$ cat config.mk
export PLATFORM = sky130hd
export DESIGN_NAME = alu_slice
export DESIGN_NICKNAME = d
export VERILOG_FILES = /design/src/rtl/alu_slice_pkg.sv /design/src/rtl/alu_slice_terms.sv /design/src/rtl/alu_slice_carry.sv /design/src/rtl/alu_slice_result.sv /design/src/rtl/alu_slice.sv
export SDC_FILE = /design/constraint.sdc
export NUM_CORES = 1
export LEC_CHECK = 0
export BUFFER_PORTS_ARGS = -buffer_cell sky130_fd_sc_hd__buf_2
export CAP_MARGIN = 20
export CORE_AREA = 2 2 39 41
export DETAILED_ROUTE_END_ITERATION = 12
export DIE_AREA = 0 0 41 43
export SETUP_SLACK_MARGIN = 0.4
export SLEW_MARGIN = 0
export SYNTH_ARGS = -nofsm -noshare
export SYNTH_HDL_FRONTEND = slang
export SYNTH_SLANG_ARGS = --single-unit
$ cat constraint.sdc
create_clock -name vclk -period 1.25
set_input_delay 0 -clock vclk [all_inputs]
set_output_delay 0 -clock vclk [all_outputs]
set_load 0.05 [all_outputs]
$ cat src/rtl/alu_slice_pkg.sv
package alu_slice_pkg;

    localparam int unsigned SLICE_W = 4;
    localparam int unsigned SEL_W   = 4;

    // Function codes that carry special meaning for checking
    typedef enum logic [SEL_W-1:0] {
        SEL_DIFF = 4'd6,   // XOR in logic mode, A-B-1 in arithmetic mode
        SEL_SUM  = 4'd9,   // XNOR in logic mode, A+B in arithmetic mode
        SEL_CONJ = 4'd11,  // AND in logic mode
        SEL_DISJ = 4'd14   // OR in logic mode
    } sel_code_e;

endpackage

$ cat src/rtl/alu_slice_terms.sv
// Per-bit decode of the function code into the two addend terms.
// Term "wide" always covers term "narrow", so wide acts as the per-bit
// propagate and narrow as the per-bit generate.
module alu_slice_terms #(
    parameter int unsigned WIDTH = alu_slice_pkg::SLICE_W
) (
    input  logic [WIDTH-1:0]                  op_a,
    input  logic [WIDTH-1:0]                  op_b,
    input  logic [alu_slice_pkg::SEL_W-1:0]   fn_sel,
    output logic [WIDTH-1:0]                  term_wide,
    output logic [WIDTH-1:0]                  term_narrow
);

    for (genvar i = 0; i < WIDTH; i++) begin : g_bit
        assign term_wide[i]   = op_a[i]
                              | (op_b[i]  & fn_sel[0])
                              | (~op_b[i] & fn_sel[1]);
        assign term_narrow[i] = (op_a[i] & ~op_b[i] & fn_sel[2])
                              | (op_a[i] &  op_b[i] & fn_sel[3]);
    end

endmodule

$ cat src/rtl/alu_slice_carry.sv
// Fully expanded lookahead: every internal carry is a flat sum of
// products of the per-bit terms and the incoming carry.
module alu_slice_carry #(
    parameter int unsigned WIDTH = alu_slice_pkg::SLICE_W
) (
    input  logic [WIDTH-1:0] bit_prop,
    input  logic [WIDTH-1:0] bit_gen,
    input  logic             carry_in,
    output logic [WIDTH:0]   carry,
    output logic             grp_prop,
    output logic             grp_gen
);

    logic prod_c;
    logic prod_g;

    always_comb begin
        carry  = '0;
        prod_c = 1'b0;
        for (int i = 0; i <= WIDTH; i++) begin
            prod_c = carry_in;
            for (int k = 0; k < i; k++) begin
                prod_c = prod_c & bit_prop[k];
            end
            carry[i] = prod_c;
            for (int j = 0; j < i; j++) begin
                prod_c = bit_gen[j];
                for (int k = j + 1; k < i; k++) begin
                    prod_c = prod_c & bit_prop[k];
                end
                carry[i] = carry[i] | prod_c;
            end
        end
    end

    always_comb begin
        grp_prop = &bit_prop;
        grp_gen  = 1'b0;
        prod_g   = 1'b0;
        for (int j = 0; j < WIDTH; j++) begin
            prod_g = bit_gen[j];
            for (int k = j + 1; k < WIDTH; k++) begin
                prod_g = prod_g & bit_prop[k];
            end
            grp_gen = grp_gen | prod_g;
        end
    end

endmodule

$ cat src/rtl/alu_slice_result.sv
// Result formation: the half-sum XOR the incoming carry. Logic mode forces
// every carry high, which turns each bit into an inverted half-sum.
module alu_slice_result #(
    parameter int unsigned WIDTH = alu_slice_pkg::SLICE_W
) (
    input  logic [WIDTH-1:0] term_wide,
    input  logic [WIDTH-1:0] term_narrow,
    input  logic [WIDTH-1:0] bit_carry,
    input  logic             logic_mode,
    output logic [WIDTH-1:0] result,
    output logic             all_ones
);

    logic [WIDTH-1:0] half_sum;
    logic [WIDTH-1:0] eff_carry;

    for (genvar i = 0; i < WIDTH; i++) begin : g_bit
        assign half_sum[i]  = term_wide[i] & ~term_narrow[i];
        assign eff_carry[i] = logic_mode | bit_carry[i];
        assign result[i]    = half_sum[i] ^ eff_carry[i];
    end

    assign all_ones = &result;

endmodule

$ cat src/rtl/alu_slice.sv
module alu_slice #(
    parameter int unsigned WIDTH = alu_slice_pkg::SLICE_W
) (
    input  logic [WIDTH-1:0]                op_a,
    input  logic [WIDTH-1:0]                op_b,
    input  logic [alu_slice_pkg::SEL_W-1:0] fn_sel,
    input  logic                            logic_mode,
    input  logic                            carry_in_n,
    output logic [WIDTH-1:0]                result,
    output logic                            carry_out_n,
    output logic                            prop_n,
    output logic                            gen_n,
    output logic                            all_ones
);

    logic [WIDTH-1:0] term_wide;
    logic [WIDTH-1:0] term_narrow;
    logic [WIDTH:0]   carry;
    logic             grp_prop;
    logic             grp_gen;

    alu_slice_terms #(.WIDTH(WIDTH)) u_terms (
        .op_a        (op_a),
        .op_b        (op_b),
        .fn_sel      (fn_sel),
        .term_wide   (term_wide),
        .term_narrow (term_narrow)
    );

    alu_slice_carry #(.WIDTH(WIDTH)) u_carry (
        .bit_prop (term_wide),
        .bit_gen  (term_narrow),
        .carry_in (~carry_in_n),
        .carry    (carry),
        .grp_prop (grp_prop),
        .grp_gen  (grp_gen)
    );

    alu_slice_result #(.WIDTH(WIDTH)) u_result (
        .term_wide   (term_wide),
        .term_narrow (term_narrow),
        .bit_carry   (carry[WIDTH-1:0]),
        .logic_mode  (logic_mode),
        .result      (result),
        .all_ones    (all_ones)
    );

    assign carry_out_n = ~carry[WIDTH];
    assign prop_n      = ~grp_prop;
    assign gen_n       = ~grp_gen;

endmodule

==> impl.org, run 1 <==
** Placed design
- Final RePlAce weighted congestion :: 0.7651
- The number of placed instances, taps included, is 102.
- Detailed placer's ending HPWL :: 967.4 um
- After detailed placement, the total cell area comes to 708.2 um2.
- Port buffering added 22 buffers.

** CTS
- Number of hold buffers added after CTS :: 0

** GRT
- Global-route wire length before repair :: 1869 um
- Met2 track demand over resource :: 0.2594
- Entering global routing, the biggest net connects 6 pins.
- Total grt overflow :: 0
- The via count of the first global-routing pass is roughly 480.
- Initial antenna violation count :: 0
- Layer with the highest usage :: met2
- Global-route track usage on met3 :: 0
- Total routing usage reported by global routing :: 0.1400
- For met1 alone, demand over resource in global routing was 0.1810.

** Finish
- Antenna diode count :: 0
- In the final layout, flip-flops and latches occupy 0 um2.
- After filler insertion, the fill cell instance count of the layout stands at 115.
- Most common cell after layout, fill and taps aside :: sky130_fd_sc_hd__buf_4
- Share of final-layout standard cells stronger than drive strength 1 :: 0.7701
- Clk_buf instances :: 0
- Commonest cells after routing, fill and taps aside :: 18 x sky130_fd_sc_hd__buf_4, 10 x sky130_fd_sc_hd__buf_6, 8 x sky130_fd_sc_hd__buf_2
- Flip-flop and latch count :: 0
- With fillers left out, the area of the finished cells amounts to between 800 and 900 um2.
- Area growth, synth to finish :: 147.9%
- Leaving out filler cells and counting taps, the final layout contains about 100.
- Final #Nets :: 103

** Synth
- Proportion of synthesized chip area in sequential cells :: 0
- Number of warnings reported in the yosys synthesis log :: 0
- Syn Area/Cell :: 7.616 um2
- Counting distinct cell types in the post-synthesis netlist gives 23.
- Post-synthesis instance area :: approximately 350 um2
- Counting every instance in the synthesized netlist gives 46.
- Syn_nets :: 60

** Setup path
- Worst Path Arrival :: 1.53 ns
- The kind of cell with the highest combined delay along the critical path is compound AO/OA/AOI/OAI gates.
- Category of the critical setup timing path :: in2out
- Cell breakdown of the critical path :: buf_4 > mux2_4 > o21ai_4 > a311oi_2 > o311a_1 > nor4b_4 > buf_6
- Along the worst path, the maximum fanout reaches 5.
- Element type at the critical path end :: primary output
- Required time of the critical path :: 1.25 ns
- STA classifies the critical path startpoint as an input pin.
- Standard cell with the maximum stage delay on the critical path :: sky130_fd_sc_hd__o311a_1
- The number of buffers and inverters on the critical path is 2.
- Largest stage delay on the critical path :: around 0.40 ns

** Drt
- After the first detailed-routing iteration, the DRC count stood at 2.
- Dividing the detail-routed via count by the number of cells gives 4.903.
- After detailed routing, the average wire length per cell comes to 11.34 um.
- For this block, the routed nets add up to 1168 um of wire.
- Summing over every cut layer, the via total after detailed routing is 505.
- The first detailed-routing pass took 3 iterations.
- Final routed DRC violation total :: 0
- Remaining number of nets flagged by the antenna check after routing :: 0

** STA
- Setup repair after global routing could not meet its margin everywhere.
- Final hold violation count :: 0
- Max transition margin :: 0.6764
- Pin slew with the least headroom to its limit :: approximately 0.48 ns
- Setup violations remaining at the end of the flow were counted as 3.
- The tightest hold path in the finished design has a slack of 0.5100 ns.
- Final max-slew violation count :: 0
- Portion of the clock cycle consumed by the worst path in the final layout :: 1.226
- The smallest clock period supported by the final layout is computed as ~1.5 ns.
- Setup Total Neg Slack :: -0.5232 ns
- Based on the critical path, the design can be clocked at up to around 650 MHz.
- Post-route setup slack :: -0.2824 ns

** Die
- For this configuration, the core starts out at a cell density of 0.2532.
- The core region is around 1400 um2.
- Top-Level Pins :: 22
- From left edge to right edge, the die measures roughly 41 um.
- The die covers 1763 um2.
- The floorplan has 14 rows.
- Vertical die dimension :: 43 um

** Power
- Power spread over the standard cell area amounts to approximately 640 nW/um2.
- Leakage Power :: 0.0003960 uW
- Worst VDD drop :: 0.2856 mV

** Outcome
- Run status :: finished with violations
- Violations in the final reports :: negative setup slack

** Run
- The tool flagged a number of max-cap violations equal to 0.

** Hold path
- Classification of the worst-slack hold path :: in2out
layout make-up:
class	instances	area (um2)	share of cell area
Timing Repair Buffer	41	362.8	0.4179
Tap cell	16	20.02	0.02305
Inverter	3	13.76	0.01585
Multi-Input combinational cell	43	471.7	0.5432
through the flow:
stage / power (uW) / worst slack, ns / utilization
floorplan: 315.9 / -0.5191 / -
global placement: 453.5 / -0.4072 / 0.5118
detailed placement: 457.4 / -0.4511 / 0.5118
CTS: 550.0 / -0.3148 / 0.6076
global route: 590.4 / -0.3454 / 0.6275
finish: 559.1 / -0.2824 / 0.6275
path summary, 6_finish.rpt:
path	startpoint	to	slack [ns]	cells past startpoint
max	fn_sel[0]	all_ones	-0.28	7
min	op_a[3]	gen_n	0.51	4
cells in the mapped netlist, drive strengths merged:
master | instances | area share
a2111oi | 1 | 0.025
a211o | 2 | 0.050
a211oi | 1 | 0.021
a21oi | 3 | 0.043
a311oi | 1 | 0.025
and2 | 4 | 0.071
inv | 3 | 0.032
mux2 | 5 | 0.17
mux2i | 3 | 0.086
mux4 | 1 | 0.064
nand2 | 3 | 0.032
nand3 | 1 | 0.014
nor2 | 4 | 0.043
nor2b | 2 | 0.036
nor4b | 1 | 0.025
o211ai | 3 | 0.064
o21ai | 3 | 0.075
o22ai | 1 | 0.018
o311a | 1 | 0.029
or3b | 1 | 0.025
xnor2 | 2 | 0.050
per-layer routing:
layer | part of all wire | routed length [um]
met2 | 0.58 | 676
met4 | 0 | 0
met1 | 0.39 | 459
met3 | 0.027 | 32
met5 | 0 | 0
repair_timing:
| item | in CTS | in global routing |
|---|---|---|
| endpoints found under the setup margin | 8 | 8 |
| setup buffers | 0 | 1 |
| cloned | 0 | 0 |
| pin swaps | 9 | 4 |
| gates resized for setup | 37 | 6 |
power breakdown:
group | switching [uW] | internal, uW
clock | 0 | 0
combinational | 283 | 276
sequential | 0 | 0
cell families (layout without fill, tap and decap cells):
logic type      Yosys count  in the layout  synth area share
compound gates           16             16            0.3500
simple gates             16             16            0.2464
mux                       9              9            0.3214
buf+inv                   3             44           0.03214
xor+xnor                  2              2           0.05001
(Power assumes the default switching activity.)
==> run 2, diff against run 1 <==
--- a/config.mk
+++ b/config.mk
@@ -5,7 +5,7 @@
 export SDC_FILE = /design/constraint.sdc
 export NUM_CORES = 1
 export LEC_CHECK = 0
-export BUFFER_PORTS_ARGS = -buffer_cell sky130_fd_sc_hd__buf_2
+export BUFFER_PORTS_ARGS = -buffer_cell sky130_fd_sc_hd__buf_4
 export CAP_MARGIN = 20
 export CORE_AREA = 2 2 39 41
 export DETAILED_ROUTE_END_ITERATION = 12
==> run 2 against run 1 <==
The run still ends with negative setup slack left; die area unchanged; final cell count increased by 1.9%; first-iteration DRC count decreased by 50%; maximum frequency decreased by 0.58%; clock-buffer cell count unchanged; largest power group unchanged; hold slack got worse by 0.013 ns; via count increased by 3.0%; critical endpoint unchanged; routed wire length decreased by 4.5%; sequential share of layout area unchanged; global-route usage increased by 0.13 points.
==> impl.org, run 2 (synthesized netlist as in run 1, its figures left out) <==
** Outcome
- The run finished, with violations left.
- The checks that failed: negative setup slack.

** CTS
- Hold repair after CTS inserted 0 buffers.

** Drt
- Remaining number of nets flagged by the antenna check after routing :: 0
- Routed wirelength normalized by instance count :: 10.63 um
- The pre-antenna-repair detailed-routing pass consisted of 2 iterations.
- Post-DR vias/cell :: 4.952
- Routed wire length :: 1116 um
- After detailed routing, the number of remaining DRC violations is 0.
- After the first detailed-routing iteration, the DRC count stood at 1.
- Summing over every cut layer, the via total after detailed routing is 520.

** Die
- Measured along the y axis, the die boundary spans 43 um.
- Chip Width :: about 40 um
- Top-Level Pins :: 22
- Core footprint :: 1384 um2
- The die covers 1763 um2.
- Row cnt :: 14
- Initial standard-cell utilization of the core :: 0.2532

** STA
- Final Critical Period :: 1.541 ns
- Adding up every negative setup slack in the final design gives -0.6581 ns.
- Final hold analysis gives a worst-case slack of 0.4968 ns.
- Derived from the worst setup path, the maximum achievable clock frequency is 648.8 MHz.
- Headroom to the max-slew limit came out at 0.6762.
- The number of pins exceeding their max-slew limit in the final report was 0.
- The total count of hold-check failures in the final report is 0.
- Portion of the clock cycle consumed by the worst path in the final layout :: 1.233
- Setup violations remaining at the end of the flow were counted as 6.
- Setup repair after global routing could not meet its margin everywhere.
- Post-route setup slack :: -0.2913 ns
- At the pin with the least slew margin, the transition time is 0.4847 ns.

** Finish
- In the final layout, the share of cells above drive strength 1 is 0.7753.
- The library cells used most frequently in the layout, excluding fill and tap cells, are 28 x sky130_fd_sc_hd__buf_4, 10 x sky130_fd_sc_hd__buf_6, 5 x sky130_fd_sc_hd__buf_8.
- Compared with the post-synthesis result, the final layout area differs by 158.9%.
- Antenna diode count :: 0
- Final core utilization :: 0.6555
- Leaving out fill and tap cells, the most frequent cell in the layout is sky130_fd_sc_hd__buf_4.
- Final #Nets :: 105
- Non-Filler Instances :: between 100 and 150
- Total area of sequential cells :: 0 um2
- Clk_buf instances :: 0
- The design has 0 sequential cells.

** Placed design
- Routability-driven placement finished with a final weighted congestion of 0.7571.
- Detailed placer's ending HPWL :: ~930 um
- The number of placed instances, taps included, is 102.
- Number of buffers inserted by port buffering :: 22

** Setup path
- Of all nets on the critical path, the largest fanout is 3.
- Category of the critical setup timing path :: in2out
- STA classifies the critical path endpoint as a primary output.
- Required time of the critical path :: about 1.3 ns
- The worst setup path is launched from an input pin.
- At the worst endpoint, the arrival time is 1.54 ns.

** GRT
- Vias in the first global route :: 475
- Initial antenna violation count :: 0
- Pin count of the biggest net entering global routing :: 6
- Total grt overflow :: 0
- Global-route wire length before repair :: about 1800 um
- Total routing usage reported by global routing :: 0.1413

** Hold path
- Classification of the worst-slack hold path :: in2out
- The worst hold path passes through 4 cells.
- The path with the worst hold slack has its endpoint at gen_n.
- In this run the most critical hold path is launched from op_a[3].

** Power
- The analysis attributes to cell leakage a power of 0.0004128 uW.
- IR analysis of the VDD net gives a maximum drop of 0.2973 mV.
- Pwr/cell area :: 634.2 nW/um2

** Run
- Across the run, the number of max-cap violations was 0.
-- run 2: area by class of cell --
type	instances	area, um2
inverters	3	13.76
multi-input cells	43	475.5
well taps	16	20.02
fillers	109	476.7
repair buffers	43	397.9
-- run 2: critical path: stages --
cell and delay, ns:
sky130_fd_sc_hd__buf_8 0.10, sky130_fd_sc_hd__mux2_4 0.31, sky130_fd_sc_hd__o21ai_4 0.16, sky130_fd_sc_hd__a311oi_2 0.13
sky130_fd_sc_hd__o311a_1 0.41, sky130_fd_sc_hd__nor4b_4 0.24, sky130_fd_sc_hd__buf_6 0.19
-- run 2: how the worst max path moves through the flow --
stage | start | endpoint | slack (ns)
finish | op_b[0] | all_ones | -0.29
CTS | op_b[0] | all_ones | -0.32
floorplan | op_b[1] | all_ones | -0.52
global route | op_b[0] | all_ones | -0.37
detailed placement | op_b[0] | all_ones | -0.40
global placement | op_b[0] | all_ones | -0.35
-- run 2: through the flow --
| stage | instance area (um2) | total power (uW) | worst slack (ns) |
|---|---|---|---|
| 6_report | 907.1 | 575.3 | -0.2913 |
| 3_5_place_dp | 763.2 | 492.8 | -0.3974 |
| 5_1_grt | 907.1 | 609.4 | -0.3652 |
| 3_3_place_gp | 763.2 | 490.1 | -0.3505 |
| 2_1_floorplan | 442.9 | 315.9 | -0.5191 |
| 4_1_cts | 865.8 | 556.7 | -0.3187 |
-- run 2: what timing repair did --
item                       4_1_cts  5_1_grt
pin swaps                        9        5
setup endpoints to repair        8        8
resized for setup               24        7
setup buffers                    1        2
-- run 2: power breakdown --
group / switching [uW] / internal, uW / total [uW]
registers: 0 / 0 / 0
clock network: 0 / 0 / 0
logic: 285 / 290 / 575
-- run 2: per-layer routing --
layer	global-route usage	share of wire	vias to the layer above
met3	0	0.031	0
met1	0.1757	0.38	243
met5	0	0	-
met2	0.2688	0.59	9
li1	-	-	268
met4	0	0	0
==> run 3, diff against run 2 <==
--- a/config.mk
+++ b/config.mk
@@ -5,11 +5,13 @@
 export SDC_FILE = /design/constraint.sdc
 export NUM_CORES = 1
 export LEC_CHECK = 0
+export ABC_AREA = 1
 export BUFFER_PORTS_ARGS = -buffer_cell sky130_fd_sc_hd__buf_4
 export CAP_MARGIN = 20
 export CORE_AREA = 2 2 39 41
 export DETAILED_ROUTE_END_ITERATION = 12
 export DIE_AREA = 0 0 41 43
+export REMOVE_ABC_BUFFERS = 1
 export SETUP_SLACK_MARGIN = 0.4
 export SLEW_MARGIN = 0
 export SYNTH_ARGS = -nofsm -noshare
==> run 3 against run 2 <==
The flow now finishes without violations; hold slack lost 0.0034 ns; power shrank 2.6%; critical path depth grew 4; largest power group unchanged.
==> impl.org, run 3 <==
** Outcome
- Run status :: finished, final reports clean

** Drt
- Detailed Route Iter0 Violations :: 6
- The first detailed-routing pass ran for 4 iterations.
- Overall via count from detail_route :: 676
- After detailed routing, the average wire length per cell comes to between 10 and 15 um.
- The detail route stage leaves a number of antenna-violating nets equal to 0.
- After detailed routing, the number of remaining DRC violations is 0.
- In the routed layout, each cell is associated on average with a via count of ~5.0.
- After detailed routing, the total wire length is roughly 1600 um.

** Die
- From bottom edge to top edge, the die measures 43 um.
- The core region is about 1400 um2.
- Initial standard-cell utilization of the core :: 0.3047
- Die Footprint :: 1763 um2
- Pin placement for this block handled 22 I/O pins.
- Row generation in the floorplan step produced 14 rows.
- Chip Width :: 41 um

** Setup path
- Data arrives at the worst endpoint at 1.04 ns.
- Biggest fanout along the worst timing path :: 7
- The worst setup path is of the in2out kind.
- Category of the worst setup path launch point :: input pin
- At the worst endpoint, the required time is 1.25 ns.
- The worst setup path is captured at a primary output.

** Placed design
- Prior to clock tree synthesis, the placed netlist has a worst setup slack of 0.1542 ns.
- Final RePlAce weighted congestion :: 0.8056
- Detailed placer's ending HPWL :: 1038 um
- Including well taps, the total number of placed cells is between 100 and 150.
- Number of buffers inserted by port buffering :: 22

** Finish
- Final #Nets :: roughly 140
- In the final layout, the share of cells above drive strength 1 is 0.6639.
- In the layout the commonest cells are 13 x sky130_fd_sc_hd__nand2_2, 13 x sky130_fd_sc_hd__buf_6, 12 x sky130_fd_sc_hd__buf_4.
- The filler cells instantiated in the layout total between 100 and 150.
- Antenna diode count :: 0
- Total area of sequential cells :: 0 um2
- In the finished design the tool counted flip-flops and latches totalling 0.
- Clock buffers in the final layout number 0.
- Excluding fillers, the count of instances in the completed layout stands at 135.
- For this run, the share of the core covered by cells in the final layout is 0.6926.
- Compared with the post-synthesis result, the final layout area differs by 127.3%.

** STA
- Setup violations remaining at the end of the flow were counted as 0.
- At the pin with the least slew margin, the transition time is 0.2616 ns.
- Final hold violation count :: 0
- Max transition margin :: 0.8248
- Setup total negative slack on the finished layout was measured at 0 ns.
- After layout, the minimum clock period comes to 1.036 ns.
- The number of pins exceeding their max-slew limit in the final report came to 0.
- Portion of the clock cycle consumed by the worst path in the final layout :: 0.8292
- Post-route setup slack :: 0.2135 ns
- Static timing analysis puts the maximum clock frequency at 964.8 MHz.
- Final worst hold slack :: 0.4934 ns
- Setup repair after global routing could not meet its margin everywhere.

** Power
- Internal Pwr Total :: 233.7 uW
- Summed over all cells, the static leakage comes to ~0.00048 uW.
- Power spread over the standard cell area amounts to 584.7 nW/um2.
- Worst VDD drop :: around 0.27 mV
- The share of total power dissipated in the clock network is 0.
- Of the total power, registers draw 0.
- Net switching power :: 326.7 uW
- Of the total power, the share spent switching nets is 0.5830.
- Of the total power, combinational logic draws 1.000.

** Synth
- Cell variety after synth :: 18
- Of the post-synthesis cell area, the dominant cell type holds 0.2315.
- For this run, the number of Yosys warnings is 0.
- After technology mapping, the gate count stands at 88.
- After synthesis, the mean cell area works out to 4.792 um2.
- Cell with the most instances after synthesis :: sky130_fd_sc_hd__nand2_1
- The share of the Yosys chip area taken by registers is 0.
- Most numerous cell types in the synthesized netlist :: 26 x sky130_fd_sc_hd__nand2_1, 18 x sky130_fd_sc_hd__inv_1, 11 x sky130_fd_sc_hd__nand3_1, 11 x sky130_fd_sc_hd__nor2_1
- In this run the cell area of the synthesized design comes to 421.7 um2.
- Leading post-synthesis cells by cell area :: sky130_fd_sc_hd__nand2_1 23%, sky130_fd_sc_hd__inv_1 16%, sky130_fd_sc_hd__nand3_1 13%, sky130_fd_sc_hd__nor2_1 9.8%, sky130_fd_sc_hd__nand3_2 4.7%
- The biggest area contributor in the post-synthesis netlist is sky130_fd_sc_hd__nand2_1.

** GRT
- The initial antenna violation count came to 0.
- The first global-routing pass estimated 2449 um of wire.
- Pin count of the biggest net entering global routing :: 8
- Total grt overflow :: 0
- Total routing usage reported by global routing :: 0.1868
- Vias in the first global route :: 653

** Hold path
- Classification of the worst-slack hold path :: in2out

** Run
- Across the run, the number of max-cap violations was 0.
[run 3: changes by cell type in the layout (fill, tap and decap cells not counted), moves of 5 or more]
cell                      previous run  this run
sky130_fd_sc_hd__nand2_2             0        13
sky130_fd_sc_hd__nand3_4             0         6
sky130_fd_sc_hd__inv_1               2         9
sky130_fd_sc_hd__nand2_1             3        11
sky130_fd_sc_hd__nor2_1              2         7
sky130_fd_sc_hd__buf_4              28        12
sky130_fd_sc_hd__inv_2               0         5
[run 3: logic make-up (layout without fill, tap and decap cells)]
group                  count (synthesis)  count (layout)  share of synthesized area
AO/OA/AOI/OAI                          8               8                     0.1098
AND/OR/NAND/NOR                       61              61                     0.7211
buffers and inverters                 19              50                     0.1691
[run 3: layout make-up]
type / count / area, um2 / share of cell area
Timing Repair Buffer: 31 / 336.6 / 0.3512
Inverter: 19 / 86.33 / 0.09008
Tap cell: 16 / 20.02 / 0.02089
Multi-Input combinational cell: 69 / 515.5 / 0.5379
[run 3: final timing paths]
kind | startpoint | end | slack (ns) | cells past startpoint
max | op_b[1] | all_ones | 0.21 | 11
min | op_a[1] | carry_out_n | 0.49 | 5
[run 3: power by group through the flow]
| stage | clock (uW) | combinational [uW] | sequential (uW) |
|---|---|---|---|
| global placement | 0 | 380 | 0 |
| finish | 0 | 560 | 0 |
| floorplan | 0 | 259 | 0 |
| global route | 0 | 594 | 0 |
| CTS | 0 | 511 | 0 |
| detailed placement | 0 | 380 | 0 |
[run 3: repair_timing]
action,4_1_cts,5_1_grt
setup buffers,7,2
hold buffers,0,0
gates resized for setup,63,21
pin swaps,29,24
endpoints found under the hold margin,0,0
endpoints found under the setup margin,8,8
[run 3: per-stage QoR]
stage          cell area, um2  total power, uW
3_5_place_dp            606.8            380.3
3_3_place_gp            606.8            380.5
5_1_grt                 958.4            593.6
4_1_cts                 872.1            510.6
6_report                958.4            560.4
2_1_floorplan           421.7            258.7
[run 3: worst max-delay path: stages]
cell and delay [ns]:
sky130_fd_sc_hd__buf_8 0.10, sky130_fd_sc_hd__nand2_2 0.08, sky130_fd_sc_hd__nand3_4 0.15, sky130_fd_sc_hd__nand2_2 0.12, sky130_fd_sc_hd__inv_1 0.04, sky130_fd_sc_hd__nand2_1 0.06
sky130_fd_sc_hd__nand2_2 0.06, sky130_fd_sc_hd__nor2_2 0.07, sky130_fd_sc_hd__nand3_1 0.07, sky130_fd_sc_hd__nor2_2 0.12, sky130_fd_sc_hd__buf_6 0.16
[run 3: metal layers]
layer  global-route usage  part of all wire  up-vias  wire, um
met5                    0                 0        -         0
met4              0.04667             0.023        0        36
met3              0.01047             0.045        4        70
met2               0.3531              0.57       21       901
met1               0.2057              0.36      308       564
li1                     -                 -      343         -
